===== src/rtl/ppbuf_pkg.sv =====
package ppbuf_pkg;
  localparam int NBANK = 2;

  typedef enum logic {
    DIR_OUT = 1'b0,
    DIR_IN  = 1'b1
  } dir_e;

  typedef logic [$clog2(NBANK)-1:0] bank_t;
endpackage


===== src/rtl/ppbuf_sel.sv =====
module ppbuf_sel
  import ppbuf_pkg::*;
(
  input  logic             pp_en,
  input  logic             pp_dir,
  input  logic             req,
  input  logic             req_dir,
  input  logic             toggle,
  input  logic             active,
  input  logic [NBANK-1:0] busy,
  output bank_t            sel_bank,
  output logic             go,
  output logic             refuse
);
  logic dir_ok;
  logic ask;

  always_comb begin
    sel_bank = pp_en ? bank_t'(toggle) : bank_t'(req_dir);
    dir_ok   = !pp_en || (req_dir == pp_dir);
    ask      = req && !active;
    go       = ask && dir_ok && !busy[sel_bank];
    refuse   = ask && !go;
  end
endmodule


===== src/rtl/ppbuf_bank.sv =====
module ppbuf_bank #(
  parameter int CNT_W = 10
) (
  input  logic             clk,
  input  logic             rst,
  input  logic             set_i,
  input  logic             clr_i,
  input  logic [CNT_W-1:0] cnt_i,
  output logic             busy_o,
  output logic [CNT_W-1:0] cnt_o
);
  always_ff @(posedge clk) begin
    if (rst) begin
      busy_o <= 1'b0;
      cnt_o  <= '0;
    end else begin
      if (set_i) begin
        busy_o <= 1'b1;
        cnt_o  <= cnt_i;
      end else if (clr_i) begin
        busy_o <= 1'b0;
      end
    end
  end
endmodule


===== src/rtl/ppbuf_ctrl.sv =====
module ppbuf_ctrl
  import ppbuf_pkg::*;
#(
  parameter int ADDR_W = 16,
  parameter int CNT_W  = 10
) (
  input  logic              clk,
  input  logic              rst,
  input  logic              cfg_pp_en,
  input  logic              cfg_pp_dir,
  input  logic [ADDR_W-1:0] cfg_base0,
  input  logic [ADDR_W-1:0] cfg_base1,
  input  logic              xfer_req,
  input  logic              xfer_dir,
  input  logic              xfer_done,
  input  logic              xfer_abort,
  input  logic [CNT_W-1:0]  xfer_cnt,
  input  logic [1:0]        cpu_release,
  output logic              grant_o,
  output logic              nak_o,
  output logic              grant_bank_o,
  output logic [ADDR_W-1:0] grant_base_o,
  output logic              toggle_o,
  output logic [1:0]        busy_o,
  output logic              active_o,
  output logic [CNT_W-1:0]  cnt0_o,
  output logic [CNT_W-1:0]  cnt1_o
);
  bank_t             sel_bank;
  bank_t             act_bank;
  logic              go;
  logic              refuse;
  logic              done_ok;
  logic [NBANK-1:0]  busy_q;
  logic [CNT_W-1:0]  cnt_q [NBANK];
  logic [ADDR_W-1:0] base_arr [NBANK];

  assign base_arr[0] = cfg_base0;
  assign base_arr[1] = cfg_base1;
  assign done_ok     = xfer_done && active_o;

  ppbuf_sel u_sel (
    .pp_en    (cfg_pp_en),
    .pp_dir   (cfg_pp_dir),
    .req      (xfer_req),
    .req_dir  (xfer_dir),
    .toggle   (toggle_o),
    .active   (active_o),
    .busy     (busy_q),
    .sel_bank (sel_bank),
    .go       (go),
    .refuse   (refuse)
  );

  for (genvar b = 0; b < NBANK; b++) begin : g_bank
    ppbuf_bank #(.CNT_W(CNT_W)) u_bank (
      .clk    (clk),
      .rst    (rst),
      .set_i  (done_ok && (act_bank == bank_t'(b))),
      .clr_i  (cpu_release[b]),
      .cnt_i  (xfer_cnt),
      .busy_o (busy_q[b]),
      .cnt_o  (cnt_q[b])
    );
  end

  assign busy_o = busy_q;
  assign cnt0_o = cnt_q[0];
  assign cnt1_o = cnt_q[1];

  // Transaction tracking and answer registers
  always_ff @(posedge clk) begin
    if (rst) begin
      active_o     <= 1'b0;
      act_bank     <= '0;
      grant_o      <= 1'b0;
      nak_o        <= 1'b0;
      grant_bank_o <= 1'b0;
      grant_base_o <= '0;
    end else begin
      grant_o <= go;
      nak_o   <= refuse;
      if (go) begin
        active_o     <= 1'b1;
        act_bank     <= sel_bank;
        grant_base_o <= base_arr[sel_bank];
      end else if (active_o && (xfer_done || xfer_abort)) begin
        active_o <= 1'b0;
      end
      if (go || refuse) grant_bank_o <= sel_bank;
    end
  end

  // Bank toggle: flips on success in ping-pong mode, cleared otherwise
  always_ff @(posedge clk) begin
    if (rst || !cfg_pp_en) toggle_o <= 1'b0;
    else if (done_ok)      toggle_o <= ~toggle_o;
  end
endmodule


===== config.mk =====
export PLATFORM = sky130hd
export DESIGN_NAME = ppbuf_ctrl
export DESIGN_NICKNAME = d
export VERILOG_FILES = /design/src/rtl/ppbuf_pkg.sv /design/src/rtl/ppbuf_sel.sv /design/src/rtl/ppbuf_bank.sv /design/src/rtl/ppbuf_ctrl.sv
export SDC_FILE = /design/constraint.sdc
export NUM_CORES = 1
export LEC_CHECK = 0
export ABC_AREA = 1
export BUFFER_PORTS_ARGS = -buffer_cell sky130_fd_sc_hd__buf_2
export CORE_UTILIZATION = 49
export DETAILED_ROUTE_END_ITERATION = 16
export HOLD_SLACK_MARGIN = 0.05
export PLACE_DENSITY = 0.92
export SLEW_MARGIN = 10
export SYNTH_ARGS = -nofsm -noshare
export SYNTH_HDL_FRONTEND = slang
export SYNTH_HIERARCHICAL = 1
export SYNTH_SLANG_ARGS = --single-unit

===== constraint.sdc =====
create_clock -name clk -period 3.7 [get_ports clk]
set_input_delay 0.74 -clock clk [delete_from_list [all_inputs] [get_ports clk]]
set_output_delay 0.74 -clock clk [all_outputs]
set_load 0.02 [all_outputs]

==> impl_metrics.json <==
{
  "grt_usage_pct": 22.17,
  "grt.overflow.total": 0,
  "hpwl_um": 3271,
  "register_area_um2": 880.8,
  "synthAdderAreaFrac_pct": 0,
  "yosysWarnings": 6,
  "path_class": "in -> reg",
  "htree_levels": 2,
  "die_h_um": 65.38,
  "ys_types": 16,
  "synth_xor_area_share_pct": 0,
  "power_mw": 1.016,
  "finalSetupViolCount": 0,
  "post-route-util_pct": 66.14,
  "wl_met3_um": 233,
  "antenna_cells": 0,
  "final_cells": 428,
  "syn_nets": 342,
  "slew_viol_final": 0,
  "dr.pass1.iters": 4,
  "ir_drop_v": 0.0002326,
  "cts_tree": "yes",
  "num_io_pins": 95,
  "maxSlewHeadroom_pct": 32.78,
  "power_leakage_nw": 1.391,
  "fin_nets": 431,
  "via_per_inst": 4.650,
  "grt_pass1_wl_um": 7238,
  "initial_core_util_pct": 52.57,
  "dieArea_um2": 4274,
  "status": "complete, no violations",
  "totalWireLength_um": 4463,
  "grt_max_degree": 37,
  "clk_pin_slew_ns": 0.09,
  "dr_total_vias": 1990,
  "routed-wl-met2_um": 2225,
  "area_growth_pct": 25.81,
  "drv_cap": 0,
  "rows": 22,
  "rsz0062_at_grt": "no",
  "final.min_clock_period_ns": 1.850,
  "drc": 0,
  "ctsResizeCount": 0,
  "final_cell_mix": "nor2_1 (99), buf_2 (94), nand2_1 (47)",
  "synthCells": 290,
  "wl_per_cell_um": 10.43,
  "antenna_found_initial": 0,
  "pre_cts_slack_ns": 1.517,
  "gp_congestion": 0.7606,
  "coreArea_um2": 3744,
  "die_x_um": 65.38,
  "worst_slack_ns": 1.850,
  "avgSynthCellArea_um2": 6.787,
  "synth_area_um2": 1968,
  "ant_nets": 0,
  "drt-met1-wl_um": 1916,
  "io_buffer_count": 94,
  "synth_compound_area_share_pct": 11.00,
  "yosysSeqAreaShare_pct": 44.76,
  "cts_root_buf": "clkbuf_8",
  "power.density_nw_per_um2": 410.3,
  "start_kind": "primary input",
  "yosys.area_share.simple_pct": 30.71,
  "fill_cells": 322,
  "first_iter_violations": 97,
  "worst_pin_slew_ns": 1.006,
  "critPathArrivalTime_ns": 2.04,
  "synth.top_cell.area_share_pct": 44.76,
  "numCtsBuffers": 5,
  "yosys.area.top_type": "dfxtp_1",
  "dr.max_layer_used": "met4",
  "clk_latency_ns": 0.30,
  "finalHoldViolations": 0,
  "muxShareOfSynthArea_pct": 0,
  "critPathMaxFanout": 34,
  "end_kind": "register",
  "worstPathRequired_ns": 3.89,
  "synth_area_leaders": "dfxtp_1 (45%), nor2_1 (19%), nand2_1 (9.0%)",
  "fin_setup_tns_ns": 0,
  "cts.sinks": 44,
  "multiInputGateArea_um2": 820.8,
  "finalCritPeriodShare_pct": 50.00,
  "drive_gt1_share_pct": 30.26,
  "hold_buffers": 0,
  "clock.fmax_ghz": 0.5405,
  "cts_buffer_depth": 2,
  "post_cts.repair.setup_buffers": 0,
  "hp-class": "reg -> reg",
  "yosys_register_bits": 44,
  "synth_top_family_by_area": "simple AND/OR/NAND/NOR gates",
  "skew_ns": 0.01330,
  "final_common_cell": "nor2_1",
  "grt_pass1_vias": 1754,
  "dp_cells": 420
}
[layout make-up]
type | instances | area share [%]
Tap cell | 48 | 2.425
Inverter | 37 | 5.609
Clock buffer | 6 | 3.335
Clock inverter | 2 | 0.6064
Sequential cell | 44 | 35.57
Multi-Input combinational cell | 196 | 33.15
Timing Repair Buffer | 95 | 19.30
[per-stage QoR]
stage	cell area (um2)	hold slack, ns
after floorplan	1968	0.4857
after global placement	2379	0.4594
after detailed placement	2379	0.4694
after CTS	2476	0.4921
after global routing	2476	0.5194
final	2476	0.4919
[layer usage]
layer,up-vias,global-route usage [%]
li1,1052,-
met1,873,24.16
met2,58,39.56
met3,7,5.903
met4,0,10.33
met5,-,0
[logic make-up after synthesis]
| kind of cell | count (synthesis) |
|---|---|
| AOI/OAI and AO/OA | 41 |
| buffers and inverters | 50 |
| DFF | 44 |
| and+or+nand+nor | 155 |
[flip-flops by register name (all words and copies together) (netlist names)]
register,cells
act_bank,1
active_o,1
g_bank.u_bank/busy_o,2
g_bank.u_bank/cnt_o,20
grant_bank_o,1
grant_base_o,16
grant_o,1
nak_o,1
toggle_o,1
[cells in the mapped netlist]
| cell type | n |
|---|---|
| o21ai_1 | 10 |
| dfxtp_1 | 44 |
| inv_1 | 32 |
| nand2_2 | 2 |
| buf_6 | 8 |
| nand3_2 | 1 |
| buf_4 | 5 |
| nand2_1 | 47 |
| a21oi_2 | 3 |
| nand3_1 | 4 |
| nor2_1 | 99 |
| inv_2 | 5 |
| nand3b_1 | 1 |
| o21ai_0 | 27 |
| a21oi_1 | 1 |
| nor2_2 | 1 |
[path summary, 6_finish.rpt]
kind,from,slack [ns],end,cells past startpoint
worst max-delay path,cfg_pp_en,1.85,grant_base_o[5],7
worst min-delay path,g_bank[1].u_bank/cnt_o[3],0.49,g_bank[1].u_bank/cnt_o[3],2
worst max register to register,active_o,1.99,g_bank[0].u_bank/cnt_o[3],5
worst min register to register,g_bank[1].u_bank/cnt_o[3],0.49,g_bank[1].u_bank/cnt_o[3],2
[worst max-delay path, stage by stage]
cell	delay [ns]
buf_2	0.13
inv_2	0.06
nand2_2	0.05
nand2_1	0.73
nor2_1	0.13
nor2_1	0.15
nor2_1	0.04
[report_power, final]
part / switching, mW / internal [mW]
Combinational: 0.117 / 0.0694
Sequential: 0.0143 / 0.502
Clock: 0.163 / 0.151
Total: 0.294 / 0.722
(Power assumes the default switching activity.)
